--- src/rtl/phy_seq_pkg.sv ---
package phy_seq_pkg;
  localparam int WORD_W = 16;

  typedef enum logic [2:0] {
    ST_IDLE,
    ST_EVAL,
    ST_ISSUE,
    ST_WAIT,
    ST_RESP
  } seqState_t;

  typedef struct packed {
    logic       load;
    logic       issue;
    logic       capture;
    logic       clearData;
    logic [1:0] stepIdx;
    logic       curRd;
  } seqCtl_t;
endpackage

--- src/rtl/phy_seq_dp.sv ---
module phy_seq_dp
  import phy_seq_pkg::*;
#(
  parameter int PHY_W      = 5,
  parameter int PAGE_W     = 4,
  parameter int REG_W      = 6,
  parameter int MAX_PHY    = 4,
  parameter int MAX_PAGE   = 7,
  parameter int MAX_REG    = 31,
  parameter int PHY_SHIFT  = 9,
  parameter int PAGE_SHIFT = 5,
  parameter logic [WORD_W-1:0] CTRL_REG = 16'h8028,
  parameter logic [WORD_W-1:0] DATA_REG = 16'h8029
) (
  input  logic              clk,
  input  logic              rstN,
  input  seqCtl_t           ctl,
  input  logic [PHY_W-1:0]  reqPhy,
  input  logic [PAGE_W-1:0] reqPage,
  input  logic [REG_W-1:0]  reqReg,
  input  logic              reqWrite,
  input  logic              reqMii,
  input  logic [WORD_W-1:0] reqWdata,
  input  logic [WORD_W-1:0] busRdata,
  output logic [WORD_W-1:0] busAddr,
  output logic [WORD_W-1:0] busWdata,
  output logic              busWrite,
  output logic              rangeOk,
  output logic              isWrite,
  output logic              isMii,
  output logic [WORD_W-1:0] rspData
);
  localparam int PAGE_FLD = $clog2(MAX_PAGE + 1);
  localparam int REG_FLD  = $clog2(MAX_REG + 1);

  logic [PHY_W-1:0]  phyQ;
  logic [PAGE_W-1:0] pageQ;
  logic [REG_W-1:0]  regQ;
  logic              wrQ;
  logic              miiQ;
  logic [WORD_W-1:0] wdQ;
  logic [WORD_W-1:0] rdQ;
  logic [PAGE_W-1:0] effPage;
  logic [WORD_W-1:0] indAddr;
  logic [MAX_PHY:0]  phySel;

  always_ff @(posedge clk) begin
    if (!rstN) begin
      phyQ  <= '0;
      pageQ <= '0;
      regQ  <= '0;
      wrQ   <= 1'b0;
      miiQ  <= 1'b0;
      wdQ   <= '0;
      rdQ   <= '0;
    end else begin
      if (ctl.load) begin
        phyQ  <= reqPhy;
        pageQ <= reqPage;
        regQ  <= reqReg;
        wrQ   <= reqWrite;
        miiQ  <= reqMii;
        wdQ   <= reqWdata;
      end
      if (ctl.clearData) rdQ <= '0;
      else if (ctl.capture) rdQ <= busRdata;
    end
  end

  assign effPage = miiQ ? '0 : pageQ;
  assign rangeOk = (int'(phyQ) <= MAX_PHY) && (int'(effPage) <= MAX_PAGE)
                && (int'(regQ) <= MAX_REG);
  assign isWrite = wrQ;
  assign isMii   = miiQ;
  assign rspData = rdQ;

  for (genvar p = 0; p <= MAX_PHY; p++) begin : g_phySel
    assign phySel[p] = (int'(phyQ) == p);
  end

  always_comb begin
    indAddr = '0;
    indAddr[WORD_W-1] = 1'b1;
    indAddr[PHY_SHIFT +: MAX_PHY + 1] = phySel;
    indAddr[PAGE_SHIFT +: PAGE_FLD] = effPage[PAGE_FLD-1:0];
    indAddr[REG_FLD-1:0] = regQ[REG_FLD-1:0];
  end

  always_comb begin
    busAddr  = CTRL_REG;
    busWdata = {{(WORD_W-1){1'b0}}, ctl.curRd};
    busWrite = 1'b1;
    case (ctl.stepIdx)
      2'd1: begin
        busAddr  = indAddr;
        busWdata = ctl.curRd ? '0 : wdQ;
      end
      2'd2: begin
        busAddr  = DATA_REG;
        busWdata = '0;
        busWrite = 1'b0;
      end
      default: ;
    endcase
  end

  // composed address carries bit 15 and exactly one PHY-select bit
  a_r3_addr_shape: assert property (@(posedge clk) disable iff (!rstN)
    (ctl.issue && ctl.stepIdx == 2'd1) |->
      (busAddr[WORD_W-1] && $countones(busAddr[PHY_SHIFT +: MAX_PHY + 1]) == 1));

  // response data of a write access stays cleared
  a_r10_wr_data_zero: assert property (@(posedge clk) disable iff (!rstN)
    (ctl.issue && wrQ && !ctl.curRd) |-> (rdQ == '0));
endmodule

--- src/rtl/phy_seq_ctrl.sv ---
module phy_seq_ctrl
  import phy_seq_pkg::*;
(
  input  logic    clk,
  input  logic    rstN,
  input  logic    reqValid,
  output logic    reqReady,
  input  logic    rangeOk,
  input  logic    isWrite,
  input  logic    isMii,
  input  logic    busBusy,
  input  logic    busDone,
  input  logic    busErr,
  output seqCtl_t ctl,
  output logic    rspValid,
  output logic    rspErr
);
  seqState_t  state;
  logic [1:0] stepQ;
  logic       curRdQ;
  logic       verifyQ;
  logic       errQ;

  always_ff @(posedge clk) begin
    if (!rstN) begin
      state   <= ST_IDLE;
      stepQ   <= 2'd0;
      curRdQ  <= 1'b0;
      verifyQ <= 1'b0;
      errQ    <= 1'b0;
    end else begin
      case (state)
        ST_IDLE: if (reqValid) state <= ST_EVAL;
        ST_EVAL: begin
          stepQ   <= 2'd0;
          verifyQ <= 1'b0;
          curRdQ  <= !isWrite;
          errQ    <= !rangeOk;
          state   <= rangeOk ? ST_ISSUE : ST_RESP;
        end
        ST_ISSUE: if (!busBusy) state <= ST_WAIT;
        ST_WAIT: if (busDone) begin
          if (busErr) begin
            errQ  <= !verifyQ;
            state <= ST_RESP;
          end else if (stepQ == 2'd2) begin
            state <= ST_RESP;
          end else if (stepQ == 2'd1 && !curRdQ) begin
            if (isMii) begin
              verifyQ <= 1'b1;
              curRdQ  <= 1'b1;
              stepQ   <= 2'd0;
              state   <= ST_ISSUE;
            end else begin
              state <= ST_RESP;
            end
          end else begin
            stepQ <= stepQ + 2'd1;
            state <= ST_ISSUE;
          end
        end
        ST_RESP: state <= ST_IDLE;
        default: state <= ST_IDLE;
      endcase
    end
  end

  always_comb begin
    ctl.load      = (state == ST_IDLE) && reqValid;
    ctl.clearData = ctl.load;
    ctl.issue     = (state == ST_ISSUE) && !busBusy;
    ctl.capture   = (state == ST_WAIT) && busDone && !busErr
                  && (stepQ == 2'd2) && !verifyQ;
    ctl.stepIdx   = stepQ;
    ctl.curRd     = curRdQ;
  end

  assign reqReady = (state == ST_IDLE);
  assign rspValid = (state == ST_RESP);
  assign rspErr   = errQ;

  // a start is never followed directly by a second start
  a_r9_one_outstanding: assert property (@(posedge clk) disable iff (!rstN)
    ctl.issue |=> !ctl.issue);

  // no start while a request may still be accepted
  a_r9_start_not_ready: assert property (@(posedge clk) disable iff (!rstN)
    ctl.issue |-> !reqReady);

  // response is a single-cycle pulse followed by readiness
  a_r10_rsp_pulse: assert property (@(posedge clk) disable iff (!rstN)
    rspValid |=> (!rspValid && reqReady));

  // an out-of-range request is answered with an error next
  a_r1_reject: assert property (@(posedge clk) disable iff (!rstN)
    (state == ST_EVAL && !rangeOk) |=> (rspValid && rspErr));

  // a failed main-access step ends the sequence with an error
  a_r6_err_ends: assert property (@(posedge clk) disable iff (!rstN)
    (state == ST_WAIT && busDone && busErr && !verifyQ) |=> (rspValid && rspErr));

  // a failed read-back is not reported
  a_r8_verify_quiet: assert property (@(posedge clk) disable iff (!rstN)
    (state == ST_WAIT && busDone && busErr && verifyQ) |=> (rspValid && !rspErr));
endmodule

--- src/rtl/phy_ind_seq.sv ---
module phy_ind_seq
  import phy_seq_pkg::*;
#(
  parameter int PHY_W    = 5,
  parameter int PAGE_W   = 4,
  parameter int REG_W    = 6,
  parameter int MAX_PHY  = 4,
  parameter int MAX_PAGE = 7,
  parameter int MAX_REG  = 31
) (
  input  logic              clk,
  input  logic              rstN,
  input  logic              reqValid,
  output logic              reqReady,
  input  logic [PHY_W-1:0]  reqPhy,
  input  logic [PAGE_W-1:0] reqPage,
  input  logic [REG_W-1:0]  reqReg,
  input  logic              reqWrite,
  input  logic              reqMii,
  input  logic [15:0]       reqWdata,
  output logic              rspValid,
  output logic              rspErr,
  output logic [15:0]       rspData,
  output logic              busStart,
  output logic              busWrite,
  output logic [15:0]       busAddr,
  output logic [15:0]       busWdata,
  input  logic              busBusy,
  input  logic              busDone,
  input  logic              busErr,
  input  logic [15:0]       busRdata
);
  seqCtl_t ctl;
  logic    rangeOk;
  logic    isWrite;
  logic    isMii;

  phy_seq_ctrl u_ctrl (
    .clk      (clk),
    .rstN     (rstN),
    .reqValid (reqValid),
    .reqReady (reqReady),
    .rangeOk  (rangeOk),
    .isWrite  (isWrite),
    .isMii    (isMii),
    .busBusy  (busBusy),
    .busDone  (busDone),
    .busErr   (busErr),
    .ctl      (ctl),
    .rspValid (rspValid),
    .rspErr   (rspErr)
  );

  phy_seq_dp #(
    .PHY_W    (PHY_W),
    .PAGE_W   (PAGE_W),
    .REG_W    (REG_W),
    .MAX_PHY  (MAX_PHY),
    .MAX_PAGE (MAX_PAGE),
    .MAX_REG  (MAX_REG)
  ) u_dp (
    .clk      (clk),
    .rstN     (rstN),
    .ctl      (ctl),
    .reqPhy   (reqPhy),
    .reqPage  (reqPage),
    .reqReg   (reqReg),
    .reqWrite (reqWrite),
    .reqMii   (reqMii),
    .reqWdata (reqWdata),
    .busRdata (busRdata),
    .busAddr  (busAddr),
    .busWdata (busWdata),
    .busWrite (busWrite),
    .rangeOk  (rangeOk),
    .isWrite  (isWrite),
    .isMii    (isMii),
    .rspData  (rspData)
  );

  assign busStart = ctl.issue;

  // never start into a busy master
  a_r9_no_start_busy: assert property (@(posedge clk) disable iff (!rstN)
    busStart |-> !busBusy);
endmodule

--- config.mk ---
export PLATFORM = sky130hd
export DESIGN_NAME = phy_ind_seq
export DESIGN_NICKNAME = d
export VERILOG_FILES = /design/src/rtl/phy_seq_pkg.sv /design/src/rtl/phy_seq_dp.sv /design/src/rtl/phy_seq_ctrl.sv /design/src/rtl/phy_ind_seq.sv
export SDC_FILE = /design/constraint.sdc
export NUM_CORES = 1
export LEC_CHECK = 0
export CAP_MARGIN = 10
export CORE_ASPECT_RATIO = 1.4
export CORE_MARGIN = 2
export CORE_UTILIZATION = 46
export CTS_CLUSTER_SIZE = 28
export DETAILED_ROUTE_END_ITERATION = 10
export PLACE_DENSITY = 0.85
export SYNTH_ARGS = -nofsm -noshare
export SYNTH_HDL_FRONTEND = slang
export SYNTH_SLANG_ARGS = --single-unit
--- constraint.sdc ---
create_clock -name clk -period 4.4 [get_ports clk]
set_clock_uncertainty 0.2 [all_clocks]
set_input_delay 0.88 -clock clk [delete_from_list [all_inputs] [get_ports clk]]
set_output_delay 0.88 -clock clk [all_outputs]
set_load 0.005 [all_outputs]
==> impl_metrics.env <==
export IMPL_tritoncts="built"
export IMPL_r2r_start="u_ctrl.state[1]"
export IMPL_rr_endpoint="u_dp.rspData[9]"
export IMPL_core_um2=5525
export IMPL_setup_viol=0
export IMPL_r2r_cells=3
export IMPL_vdd_drop_max_v=0.0003585
export IMPL_yosys_register_bits=57
export IMPL_cts_buffers=9
export IMPL_postLayoutCoreUtil=0.7034
export IMPL_arrival_ns=2.72
export IMPL_tns_ns=0
export IMPL_synthSimpleGateAreaFrac=0.3043
export IMPL_numPortBuffers=104
export IMPL_dp_hpwl_um=4835
export IMPL_cts_setup_buffers=0
export IMPL_ys_warnings_count=0
export IMPL_path_clk_slew_ns=0.06
export IMPL_grt_start_max_net_pins=39
export IMPL_path_buf_inv=1
export IMPL_drive_above_1_share=0.05517
export IMPL_r2r_slack_ns=1.90
export IMPL_critPathMaxStageDelay_ns=0.62
export IMPL_synth_area_mux_share=0.004265
export IMPL_most_common_layout_cells="clkdlybuf4s50_1, nand2_1, dfxtp_1"
export IMPL_hold_class="flip-flop to flip-flop"
export IMPL_wl_met2_um=3549
export IMPL_syn_area_um2=2640
export IMPL_fillerInstances=464
export IMPL_cts_max_path_buffers=2
export IMPL_clock_sinks=57
export IMPL_pwr_share_clk=0.434
export IMPL_cts_resized=0
export IMPL_dpl_cell_count=487
export IMPL_cts_max_level=3
export IMPL_finalCritPeriodShare=0.8636
export IMPL_wl_um=6922
export IMPL_setup_slack_ns=0.6001
export IMPL_final_common_cell="clkdlybuf4s50_1"
export IMPL_ant_nets=0
export IMPL_routed_via_density=5.294
export IMPL_crit_fanout=15
export IMPL_powerDensity_nw_per_um2=327.0
export IMPL_combPwrFrac=0.122
export IMPL_max_clock_freq_mhz=263.2
export IMPL_end_kind="output port"
export IMPL_synth_adder_area_share=0.009479
export IMPL_synth_xor_area_frac=0
export IMPL_max_cap_viol_count=0
export IMPL_slew_violations=0
export IMPL_fin_cells=503
export IMPL_area_growth_syn_to_layout_pct=47.20
export IMPL_wl_met3_um=530
export IMPL_pin_count=108
export IMPL_synthDistinctLibCells=49
export IMPL_grt_usage=0.2269
export IMPL_synth_compound_area_share=0.1801
export IMPL_internal_power_mw=0.9704
export IMPL_rsz0062_at_grt="no"
export IMPL_start_kind="flip-flop"
export IMPL_hold_depth=1
export IMPL_async_flop_share=0
export IMPL_grt_pass1_vias=2642
export IMPL_drtIter0Drc=57
export IMPL_synth_edff_count=0
export IMPL_die_area_um2=6370
export IMPL_syn_area_per_cell_um2=7.765
export IMPL_switching_share=0.2364
export IMPL_grt_pass1_wl_um=11190
export IMPL_drt_met1_wl_um=2732
export IMPL_min_delay_start="u_dp.isWrite"
export IMPL_seq_area_frac_synth=0.4322
export IMPL_syn_inst=340
export IMPL_dr_total_vias=2663
export IMPL_cp_top_family="simple AND/OR/NAND/NOR gates"
export IMPL_critPathKind="flip-flop to output port"
export IMPL_die_h_um=93.64
export IMPL_gp_congestion=0.8430
export IMPL_clockRootBuffer="clkbuf_8"
export IMPL_top_layer_used="met4"
export IMPL_antenna_found_initial=0
export IMPL_min_period_ns=3.800
export IMPL_status="completed"
export IMPL_dr_pass1_iters=4
export IMPL_place_ws_ns=0.9621
export IMPL_synth_top_family_by_area="simple AND/OR/NAND/NOR gates"
export IMPL_diodes=0
export IMPL_p_seq_frac=0.444
export IMPL_tightest_slew_ns=1.193
export IMPL_hold_violations=0
export IMPL_worst_ep_required_time_ns=3.32
export IMPL_nets=487
export IMPL_whs_endpoint="u_ctrl.curRdQ"
export IMPL_start_util=0.4778
export IMPL_clk_latency_ns=0.34
export IMPL_die_x_um=68.03
export IMPL_gr_total_overflow=0
export IMPL_critPathSlowestCell="nor2_1"
export IMPL_maxSlewHeadroom=0.2044
export IMPL_holdBufCountCts=0
export IMPL_wl_per_cell_um=13.76
export IMPL_rows=32
export IMPL_drc=0
export IMPL_p_leak_nw=1.387
export IMPL_path_cells="ha_1 -> or2b_1 -> nor2_1 -> and2_1 -> clkdlybuf4s50_1"
export IMPL_ys_flop_type="dfxtp_1"
export IMPL_power_switching_mw=0.3004
==> worst max-delay path by stage <==
stage                               start  cells past startpoint  slack (ns)            to
after global routing      u_ctrl.stepQ[1]                      6        0.44  busWdata[10]
final                     u_ctrl.stepQ[0]                      5        0.60  busWdata[11]
after detailed placement  u_ctrl.stepQ[0]                      5        0.96  busWdata[10]
after CTS                 u_ctrl.stepQ[0]                      5        0.59  busWdata[11]
after global placement    u_ctrl.stepQ[0]                      5        1.08   busWdata[3]
after floorplan           u_ctrl.stepQ[0]                      5        1.75   busAddr[10]
==> through the flow <==
stage,area (um2),hold slack [ns],power [mW]
floorplan,2644,0.2287,0.6549
global placement,3657,0.2375,0.7259
global route,3886,0.2740,1.320
CTS,3886,0.2443,1.282
finish,3886,0.2496,1.271
detailed placement,3657,0.2408,0.7294
==> power by group through the flow <==
stage | clock, mW | combinational (mW) | sequential (mW)
floorplan | 0 | 0.0900 | 0.565
global placement | 0 | 0.152 | 0.574
detailed placement | 0 | 0.154 | 0.575
CTS | 0.562 | 0.156 | 0.564
global route | 0.580 | 0.172 | 0.568
finish | 0.552 | 0.154 | 0.564
==> sequential cells by signal, indices dropped and copies added, names as in the netlist <==
signal	cells
u_dp.rspData	16
u_dp.wdQ	16
u_dp.regQ	6
u_dp.phyQ	5
u_dp.pageQ	4
u_ctrl.state	3
u_ctrl.stepQ	2
u_ctrl.curRdQ	1
u_ctrl.rspErr	1
u_ctrl.verifyQ	1
u_dp.isMii	1
u_dp.isWrite	1
==> cell families after synthesis <==
group,Yosys count
simple gates,156
compound gates,85
flops,57
buf+inv,37
fa+ha+maj,2
other cells,2
mux,1
==> Yosys cell counts, types with 2 or more instances <==
cell type / count / area share
a21oi_1: 52 / 0.099
a31oi_1: 2 / 0.0047
and2_1: 20 / 0.047
and3_1: 2 / 0.0047
buf_2: 12 / 0.023
buf_4: 4 / 0.011
clkbuf_1: 11 / 0.016
conb_1: 2 / 0.0028
dfxtp_1: 57 / 0.43
ha_1: 2 / 0.0095
inv_1: 9 / 0.013
nand2_1: 70 / 0.10
nand2b_1: 5 / 0.012
nand3_1: 21 / 0.040
nand4_1: 3 / 0.0071
nor2_1: 4 / 0.0057
nor2b_1: 5 / 0.012
nor3_1: 7 / 0.013
nor3b_1: 3 / 0.0085
nor4_1: 3 / 0.0071
o21ai_0: 18 / 0.034
==> layout make-up <==
class | count | area (um2) | share of cell area
timing repair buffer | 106 | 1056 | 0.2717
inverter | 9 | 33.78 | 0.008693
tap | 68 | 85.08 | 0.02189
multi-input combinational | 247 | 1341 | 0.3451
clock buffer | 11 | 151.4 | 0.03896
clock inverter | 5 | 77.57 | 0.01996
sequential | 57 | 1141 | 0.2936
==> worst reg2reg max path, stage by stage, from the launching register on <==
cell     delay, ns
dfxtp_1       0.73
or4b_1        1.02
nand2_4       0.27
a21oi_1       0.21
==> metal layers <==
layer  up-vias  track usage
li1       1337            -
met1      1228       0.2367
met2        88       0.4094
met3        10      0.06137
met4         0      0.09833
met5         -            0
Note: power is estimated with default switching activity, not from simulation.
